<file path="src/rtl/ctx_ptr_pkg.sv">
package ctx_ptr_pkg;

  typedef enum logic [2:0] {
    OP_NOP    = 3'd0,
    OP_LOAD   = 3'd1,
    OP_CLEAR  = 3'd2,
    OP_STORE  = 3'd3,
    OP_READ   = 3'd4,
    OP_WRITE  = 3'd5,
    OP_LAUNCH = 3'd6,
    OP_RESUME = 3'd7
  } ctx_op_e;

  function automatic logic op_uses_current(input ctx_op_e op);
    return (op == OP_READ) || (op == OP_WRITE) ||
           (op == OP_LAUNCH) || (op == OP_RESUME);
  endfunction

endpackage

</file>
<file path="src/rtl/ctx_ptr_pick.sv">
module ctx_ptr_pick #(
  parameter int N = 8,
  localparam int IW = (N > 1) ? $clog2(N) : 1
) (
  input  logic [N-1:0]  vec,
  output logic          any,
  output logic [IW-1:0] idx
);

  always_comb begin
    any = |vec;
    idx = '0;
    for (int i = N - 1; i >= 0; i--) begin
      if (vec[i]) idx = IW'(i);
    end
  end

endmodule

</file>
<file path="src/rtl/ctx_ptr_cam.sv">
module ctx_ptr_cam #(
  parameter int DEPTH = 8,
  parameter int TAG_W = 52,
  localparam int IDX_W = (DEPTH > 1) ? $clog2(DEPTH) : 1,
  localparam int CNT_W = $clog2(DEPTH + 1)
) (
  input  logic             clk,
  input  logic             rst,
  input  logic [TAG_W-1:0] look_tag,
  input  logic             wr_en,
  input  logic [IDX_W-1:0] wr_idx,
  input  logic             clr_en,
  input  logic [IDX_W-1:0] clr_idx,
  output logic             hit,
  output logic [IDX_W-1:0] hit_idx,
  output logic             free_any,
  output logic [IDX_W-1:0] free_idx,
  output logic [CNT_W-1:0] count
);

  logic [TAG_W-1:0] tag_mem [DEPTH];
  logic [DEPTH-1:0] vld_q;
  logic [DEPTH-1:0] hit_vec;
  logic [DEPTH-1:0] free_vec;
  logic [CNT_W-1:0] cnt_q;

  for (genvar g = 0; g < DEPTH; g++) begin : g_entry
    assign hit_vec[g]  = vld_q[g] && (tag_mem[g] == look_tag);
    assign free_vec[g] = ~vld_q[g];

    always_ff @(posedge clk) begin
      if (wr_en && (wr_idx == IDX_W'(g))) tag_mem[g] <= look_tag;
    end

    always_ff @(posedge clk) begin
      if (rst) vld_q[g] <= 1'b0;
      else if (wr_en && (wr_idx == IDX_W'(g))) vld_q[g] <= 1'b1;
      else if (clr_en && (clr_idx == IDX_W'(g))) vld_q[g] <= 1'b0;
    end
  end

  ctx_ptr_pick #(.N(DEPTH)) u_hit_pick (
    .vec (hit_vec),
    .any (hit),
    .idx (hit_idx)
  );

  ctx_ptr_pick #(.N(DEPTH)) u_free_pick (
    .vec (free_vec),
    .any (free_any),
    .idx (free_idx)
  );

  always_ff @(posedge clk) begin
    if (rst) cnt_q <= '0;
    else if (wr_en) cnt_q <= cnt_q + CNT_W'(1);
    else if (clr_en) cnt_q <= cnt_q - CNT_W'(1);
  end

  assign count = cnt_q;

endmodule

</file>
<file path="src/rtl/ctx_ptr_cur.sv">
module ctx_ptr_cur #(
  parameter int TAG_W = 52
) (
  input  logic             clk,
  input  logic             rst,
  input  logic             set_en,
  input  logic [TAG_W-1:0] set_tag,
  input  logic             drop_en,
  output logic             valid,
  output logic [TAG_W-1:0] tag
);

  always_ff @(posedge clk) begin
    if (rst) begin
      valid <= 1'b0;
      tag   <= '0;
    end else if (set_en) begin
      valid <= 1'b1;
      tag   <= set_tag;
    end else if (drop_en) begin
      valid <= 1'b0;
    end
  end

endmodule

</file>
<file path="src/rtl/ctx_ptr_tracker.sv">
module ctx_ptr_tracker #(
  parameter int ADDR_W    = 64,
  parameter int PAGE_BITS = 12,
  parameter int DEPTH     = 8,
  localparam int TAG_W = ADDR_W - PAGE_BITS,
  localparam int IDX_W = (DEPTH > 1) ? $clog2(DEPTH) : 1,
  localparam int CNT_W = $clog2(DEPTH + 1)
) (
  input  logic              clk,
  input  logic              rst,
  input  logic              cmd_valid,
  input  logic [2:0]        cmd_op,
  input  logic [ADDR_W-1:0] cmd_addr,
  output logic              rsp_valid,
  output logic [ADDR_W-1:0] rsp_ptr,
  output logic              op_grant,
  output logic              err_align,
  output logic              err_nocur,
  output logic              err_full,
  output logic              cur_valid,
  output logic [ADDR_W-1:0] cur_ptr,
  output logic [CNT_W-1:0]  act_cnt
);
  import ctx_ptr_pkg::*;

  ctx_op_e          op;
  logic [TAG_W-1:0] cmd_tag;
  logic             misal;
  logic             is_load, is_clear, is_store, is_use;
  logic             hit, free_any;
  logic [IDX_W-1:0] hit_idx, free_idx;
  logic             tbl_wr, tbl_clr;
  logic             load_ok, load_full;
  logic             cur_drop;
  logic [TAG_W-1:0] cur_tag;

  assign op       = ctx_op_e'(cmd_op);
  assign cmd_tag  = cmd_addr[ADDR_W-1:PAGE_BITS];
  assign misal    = |cmd_addr[PAGE_BITS-1:0];
  assign is_load  = cmd_valid && (op == OP_LOAD);
  assign is_clear = cmd_valid && (op == OP_CLEAR);
  assign is_store = cmd_valid && (op == OP_STORE);
  assign is_use   = cmd_valid && op_uses_current(op);

  assign load_ok   = is_load && !misal && (hit || free_any);
  assign load_full = is_load && !misal && !hit && !free_any;
  assign tbl_wr    = is_load && !misal && !hit && free_any;
  assign tbl_clr   = is_clear && !misal && hit;
  assign cur_drop  = tbl_clr && cur_valid && (cur_tag == cmd_tag);

  ctx_ptr_cam #(.DEPTH(DEPTH), .TAG_W(TAG_W)) u_cam (
    .clk      (clk),
    .rst      (rst),
    .look_tag (cmd_tag),
    .wr_en    (tbl_wr),
    .wr_idx   (free_idx),
    .clr_en   (tbl_clr),
    .clr_idx  (hit_idx),
    .hit      (hit),
    .hit_idx  (hit_idx),
    .free_any (free_any),
    .free_idx (free_idx),
    .count    (act_cnt)
  );

  ctx_ptr_cur #(.TAG_W(TAG_W)) u_cur (
    .clk     (clk),
    .rst     (rst),
    .set_en  (load_ok),
    .set_tag (cmd_tag),
    .drop_en (cur_drop),
    .valid   (cur_valid),
    .tag     (cur_tag)
  );

  assign cur_ptr = {cur_tag, {PAGE_BITS{1'b0}}};

  always_ff @(posedge clk) begin
    if (rst) begin
      rsp_valid <= 1'b0;
      rsp_ptr   <= '0;
      op_grant  <= 1'b0;
      err_align <= 1'b0;
      err_nocur <= 1'b0;
      err_full  <= 1'b0;
    end else begin
      rsp_valid <= is_store;
      if (is_store) rsp_ptr <= cur_valid ? {cur_tag, {PAGE_BITS{1'b0}}} : '1;
      op_grant  <= is_use && cur_valid;
      err_nocur <= is_use && !cur_valid;
      err_align <= (is_load || is_clear) && misal;
      err_full  <= load_full;
    end
  end

endmodule

</file>
<file path="config.mk">
export PLATFORM = sky130hd
export DESIGN_NAME = ctx_ptr_tracker
export DESIGN_NICKNAME = d
export VERILOG_FILES = /design/src/rtl/ctx_ptr_pkg.sv /design/src/rtl/ctx_ptr_pick.sv /design/src/rtl/ctx_ptr_cam.sv /design/src/rtl/ctx_ptr_cur.sv /design/src/rtl/ctx_ptr_tracker.sv
export SDC_FILE = /design/constraint.sdc
export NUM_CORES = 1
export LEC_CHECK = 0
export BUFFER_PORTS_ARGS = -buffer_cell sky130_fd_sc_hd__buf_2
export CAP_MARGIN = 5
export CORE_MARGIN = 5
export CORE_UTILIZATION = 45
export DETAILED_ROUTE_END_ITERATION = 7
export GPL_TIMING_DRIVEN = 0
export PLACE_DENSITY = 0.65
export SLEW_MARGIN = 20
export SYNTH_ARGS = -nofsm -noshare
export SYNTH_HDL_FRONTEND = slang
export SYNTH_SLANG_ARGS = --single-unit
export TNS_END_PERCENT = 1
</file>
<file path="constraint.sdc">
create_clock -name clk -period 7.3 [get_ports clk]
set_input_delay 1.46 -clock clk [delete_from_list [all_inputs] [get_ports clk]]
set_output_delay 1.46 -clock clk [all_outputs]
set_load 0.01 [all_outputs]
</file>
==> results of run 1 <==
Yosys cell counts (3+ instances only):
cell type	n	share of area
a211oi_1	4	0.0013
a21oi_1	12	0.0026
a221oi_1	3	0.0011
a311oi_1	52	0.020
and2_1	5	0.0013
buf_1	3	0.00048
buf_12	5	0.0043
buf_4	67	0.022
buf_6	8	0.0039
clkbuf_1	29	0.0047
dfxtp_1	123	0.11
edfxtp_1	416	0.54
inv_1	85	0.014
inv_2	3	0.00048
mux2i_1	54	0.023
nand2_1	21	0.0034
nand2b_1	7	0.0019
nand3_1	13	0.0028
nand4_1	81	0.022
nor2_1	119	0.019
nor2b_1	8	0.0021
nor3_1	8	0.0017
nor4_1	58	0.016
o21ai_0	8	0.0017
o221ai_1	7	0.0026
o22ai_1	4	0.0011
o41ai_1	4	0.0015
or3_1	6	0.0016
xnor2_1	289	0.11
xor2_1	151	0.057
flip-flops by register name, indices dropped and copies added (netlist names):
name,cells
op_grant,1
u_cur.tag,52
u_cam.vld_q,8
err_full,1
u_cur.valid,1
u_cam.count,4
rsp_ptr,53
u_cam.tag_mem,416
rsp_valid,1
err_align,1
err_nocur,1
metrics by stage:
step	hold slack [ns]	setup slack, ns
final	0.495	1.94
after CTS	0.498	1.99
after floorplan	0.462	1.64
after detailed placement	0.490	1.35
after global placement	0.481	-1.24
after global routing	0.524	1.90
worst max-delay path, cell delays in order:
cell     delay, ns
buf_2         0.28
buf_2         0.50
xnor2_1       0.22
nand4_1       0.15
nor4_1        0.08
nand4_1       0.25
o32ai_1       0.16
nor4_2        0.87
nand2_1       0.43
nor3b_4       0.77
buf_8         0.26
buf_6         0.21
worst paths after layout:
path                                           start                   end  slack, ns  cells after the start
worst max-delay path                    cmd_addr[14]  u_cam.tag_mem[1][40]       1.94                     12
worst min-delay path                     rsp_ptr[40]           rsp_ptr[40]       0.50                      2
worst max register to register  u_cam.tag_mem[3][38]  u_cam.tag_mem[1][40]       3.10                     10
worst min register to register           rsp_ptr[40]           rsp_ptr[40]       0.50                      2
kinds of logic after synthesis:
| group | count (synthesis) |
|---|---|
| AO/OA/AOI/OAI | 117 |
| XOR/XNOR | 440 |
| adder cells (fa/ha/maj) | 3 |
| buffers and inverters | 201 |
| flip-flops | 539 |
| multiplexers | 55 |
| other | 1 |
| AND/OR/NAND/NOR | 339 |
routing by layer:
metal  GRT usage  vias to the layer above  part of all wire
met3      0.0480                      135             0.091
met1       0.336                     7590              0.39
met5           0                        -                 0
met4      0.0873                        0             0.037
met2       0.420                      779              0.48
li1            -                     6597                 -
area by class of cell:
class / instances / area [sq um]
fill: 4325 / 24100
sequential: 539 / 15000
multi-input combinational: 966 / 7270
clock buffer: 77 / 1580
timing repair buffer: 202 / 1120
tap: 680 / 851
buffer: 113 / 818
inverter: 88 / 345
clock inverter: 25 / 293
power by group through the flow:
stage / clock (W) / sequential (W) / combinational (W)
2_1_floorplan: 0 / 0.00339 / 0.000216
3_3_place_gp: 0 / 0.00338 / 0.000415
3_5_place_dp: 0 / 0.00338 / 0.000422
4_1_cts: 0.00296 / 0.00331 / 0.000423
5_1_grt: 0.00309 / 0.00331 / 0.000444
6_report: 0.00294 / 0.00331 / 0.000426
==> impl_metrics.toml, run 1 <==
[grt]
antenna_found_initial = 3
grt_use_total = 0.253
grt_first_pass_wirelength_um = 103000
grt_start_max_net_pins = 53
overflow = 0
grt_pass1_vias = 14600

[pwr]
switching_share = 0.226
powerDensity_nw_per_um2 = 245
p_int_w = 0.00517
p_seq_frac = 0.496
p_comb_frac = 0.064
clkPwrFrac = 0.440
p_sw_w = 0.00151
power_leakage_nw = 9.18
vdd_drop_max_uv = 217
p_total_w = 0.00668

[placed_design]
placed_area_sq_um = 25400
port-buffer-count = 194
dp.cells = 2588
gp_congestion = 0.898
hpwl_um = 51100

[clock_network]
clock_path_buffers = 3
cts.sinks = 539
cts_buffers = 57
cts.repair.resized = 0
htreeDepth = 2
clockRootBuffer = "clkbuf_16"
post_cts_buffers = 0
cts_tree = "built"
hold_buffers = 0
clkLatencyLatePin_ns = 0.63
cts.reportedPaths.clkPinSlew_ns = 0.06

[worst_setup_path]
end_kind = "flop"
path_class = "primary input to flop"
crit_arrival_ns = 5.68
cp_data_required_time_ns = 7.62
path_max_fanout = 15
startpoint_type = "primary input"

[layout]
drive_gt1_frac = 0.193
finalInstanceArea_sq_um = 27200
final_common_cell = "edfxtp_1"
synthToLayoutAreaGrowth_pct = 16.9
utilization = 0.531
final_cell_mix = "416 x edfxtp_1, 289 x xnor2_1, 195 x buf_2, 151 x xor2_1, 123 x dfxtp_1"
insertedDiodeCount = 0
final_cells = 2690
layout.nets = 2040

[synth]
syn_inst = 1695
syn_area_per_cell_sq_um = 13.7
yosys-mux-area-fraction = 0.0238
ys.flop_type = "edfxtp_1"
ys_ff_latch = 539
synth_simple_gate_area_frac = 0.0763
synth_xor_xnor_area_share = 0.165
synth-compound-area-share = 0.0413
synth_top_family_by_area = "XOR/XNOR gates"
yosys_warnings = 0
synth-adder-area-share = 0.00193
synth_edf_count = 416
synth.distinct_cells = 59
async_flop_share = 0
syn_area_sq_um = 23300
yosysSeqAreaShare = 0.642

[timing]
setup_tns_ns = 0
finClkSkew_ns = 0.0244
max_freq_mhz = 187
finalHoldViolations = 0
slew_viol_final = 0
min_period_over_period = 0.735
rsz0062_at_grt = "false"
slew_headroom = 0.231
worst_slew_pin_slew_ns = 1.14
setup_violations = 0
min_period_ns = 5.36

[hold_path]
hp-class = "flop to flop"

[floorplanning]
die_h_um = 238
fp.dieW_um = 238
design.core.area_sq_um = 51300
ios = 208
start_util = 0.454
rows = 83
die_area_sq_um = 56400

[drt]
firstDrtPassIters = 5
initialDrtViolationCount = 1657
ant_nets = 0
route.detailed.wl_per_inst_um = 27.3
drc = 0
finalWirelength_um = 73400
via_count = 15100
vias_per_cell = 5.61

[run]
cap_violations = 0

[outcome]
status = "completed"
Power figures use the tool's default switching activity.
==> run 2: changes to the inputs <==
ABC_AREA = 1   (was default)
PLACE_DENSITY = default   (was 0.65)
clock period = 5.2 ns   (was 7.3 ns; I/O delays follow)
==> impl_metrics.toml, run 2 <==
[drt]
vias_per_cell = 5.57
route.detailed.wl_per_inst_um = 28.4
finalWirelength_um = 134000
drc = 0
m1WireLength_um = 49300
ant_nets = 0
via_count = 26200
initialDrtViolationCount = 3889
firstDrtPassIters = 7
route.met3.wl_um = 16000
routed.top_layer = "met5"
dr_wl_met2_um = 56300

[synth]
ys.flop_type = "edfxtp_1"
netlist.area_leader.share = 0.437
synth_edf_count = 416
ys_ff_latch = 539
syn_area_sq_um = 28600
netlist_top_cells_count = "1,275 x nand2_1, 463 x nor2_1, 416 x edfxtp_1"
yosys.area.top_type = "edfxtp_1"
syn_area_per_cell_sq_um = 8.08
syn_inst = 3539
yosys-top-cells-area = "edfxtp_1 44%, nand2_1 17%, dfxtp_1 8.6%, nor2_1 6.1%, inv_1 4.8%"
synth.distinct_cells = 51
yosysMostFrequentCell = "nand2_1"
yosysSeqAreaShare = 0.523
yosys_warnings = 0
async_flop_share = 0

[hold_path]
min_to = "rsp_ptr[27]"
min-delay-start = "rsp_ptr[27]"
hold_depth = 2
hp-class = "flop to flop"

[timing]
setup_violations = 0
slew_viol_final = 0
setup_tns_ns = 0
min_period_over_period = 0.859
worst_slew_pin_slew_ns = 1.11
whs_ns = 0.455
finalWorstSetupSlack_ns = 0.731
slew_headroom = 0.255
finClkSkew_ns = 0.0341
min_period_ns = 4.47
max_freq_mhz = 224
finalHoldViolations = 0
rsz0062_at_grt = "false"

[worst_setup_path]
timing.rr.start = "u_cam.tag_mem[2][45]"
startpoint_type = "primary input"
r2r-end = "u_cam.tag_mem[2][29]"
rr_worst_depth = 15
crit_arrival_ns = 4.78
path_class = "primary input to flop"
critPathSlowestCell = "o21ai_0"
cp_data_required_time_ns = 5.51
path_cells = "buf_2 > buf_4 > o21ai_0 > inv_1 > nand3_1 > nor2_1 > nand2_1 > nor2_1 > nand2_1 > nand2_1 > nor2_2 > nand2_2 > nor2_8 > nand4_1 > inv_4 > buf_12"
slowest_delay_ns = 0.78
cp_common_cell = "nand2_1"
path_max_fanout = 31
end_kind = "flop"
path_buf_inv = 5
critical_path.top_delay_family = "simple AND/OR/NAND/NOR gates"
regToRegSetupSlack_ns = 1.29

[pwr]
power_leakage_nw = 14.8
vdd_drop_max_uv = 296
powerDensity_nw_per_um2 = 302
p_total_w = 0.00991

[clock_network]
htreeDepth = 2
hold_buffers = 0
cts_tree = "built"
cts.repair.resized = 0
clockRootBuffer = "clkbuf_16"
cts.reportedPaths.clkPinSlew_ns = 0.06
clkLatencyLatePin_ns = 0.65
cts.sinks = 539
post_cts_buffers = 0
cts_buffers = 59
clock_path_buffers = 3

[grt]
grt_use_total = 0.379
grt_pass1_vias = 23600
overflow = 0
antenna_found_initial = 8
grt_first_pass_wirelength_um = 179000
grt_start_max_net_pins = 45

[placed_design]
preCtsSetupSlack_ns = 0.245
hpwl_um = 105000
port-buffer-count = 194
gp_congestion = 1.13

[outcome]
status = "completed"

[layout]
drive_gt1_frac = 0.125
largest_register_ffs = 416
final_common_cell = "nand2_1"
layout.nets = 3886
synthToLayoutAreaGrowth_pct = 15.0
max_flop_register = "u_cam.tag_mem"
fillers = 6156
final_cell_mix = "1,275 x nand2_1, 463 x nor2_1, 416 x edfxtp_1, 355 x inv_1, 207 x buf_2"
utilization = 0.522
largestRegisters = "u_cam.tag_mem x416, rsp_ptr x53, u_cur.tag x52"

[floorplanning]
die_h_um = 262
start_util = 0.454
ios = 208
design.core.area_sq_um = 63000
fp.dieW_um = 262
die_area_sq_um = 68600
rows = 92

[run]
cap_violations = 0
-- run 2: cell count changes after synthesis, sizes merged, moves of 45 or more --
cell    previous run  this run
nand2             21      1292
nor2             119       469
inv               88       406
xnor2            289        94
o21ai              9       186
a21oi             12       125
xor2             151        68
mux2i             55         0
a311oi            52         0
nor4              60        10
nand3             13        58
-- run 2: worst max-delay path by stage --
stage                 start  slack (ns)  cells past startpoint                    to
2_1_floorplan  cmd_addr[52]        1.34                     16   u_cam.tag_mem[1][0]
3_3_place_gp   cmd_addr[57]       -1.23                     15  u_cam.tag_mem[1][56]
5_1_grt        cmd_addr[57]        0.81                     16  u_cam.tag_mem[3][35]
3_5_place_dp   cmd_addr[57]        0.24                     16  u_cam.tag_mem[3][21]
4_1_cts        cmd_addr[57]        0.89                     16  u_cam.tag_mem[3][23]
6_report       cmd_addr[57]        0.73                     16  u_cam.tag_mem[2][29]
-- run 2: tightest hold or removal path, stage by stage (launching register included) --
cell and delay, ns:
dfxtp_1 0.30, nand2_1 0.06, a21oi_1 0.05
-- run 2: area by class of cell --
class / count / area, sq um / share of cell area
sequential: 539 / 15000 / 0.455
multi-input combinational: 2475 / 11200 / 0.340
clock buffer: 83 / 1760 / 0.0535
inverter: 406 / 1560 / 0.0475
timing repair buffer: 202 / 1180 / 0.0358
tap: 846 / 1060 / 0.0322
buffer: 130 / 952 / 0.0290
clock inverter: 25 / 206 / 0.00628
antenna: 6 / 15.0 / 0.000457
-- run 2: power breakdown --
group,switching (W),internal [W],total (W)
combinational,0.000711,0.000226,0.000937
clock,0.00183,0.00249,0.00432
sequential,0.00000745,0.00464,0.00465
total,0.00255,0.00736,0.00991
-- run 2: routing by layer --
| layer | vias up | track usage |
|---|---|---|
| li1 | 11800 | - |
| met1 | 12200 | 0.485 |
| met2 | 1783 | 0.566 |
| met3 | 390 | 0.0858 |
| met4 | 4 | 0.273 |
| met5 | - | 0 |
-- run 2: cell families (layout without fill, tap and decap cells) --
family | Yosys count | count (layout) | synth area share
adders and majority gates | 3 | 3 | 0.00158
AOI/OAI and AO/OA | 324 | 324 | 0.0581
xor gates and xnor gates | 162 | 162 | 0.0496
and+or+nand+nor | 1974 | 1974 | 0.280
buffers and inverters | 536 | 846 | 0.0872
DFF | 539 | 539 | 0.523
other | 1 | 18 | 0.000131
-- run 2: through the flow --
step / area, sq um / cells
after floorplan: 28600 / 3550
after global placement: 30600 / 4590
after detailed placement: 30900 / 4598
after CTS: 32800 / 4706
after global routing: 32800 / 4706
final: 32900 / 4712
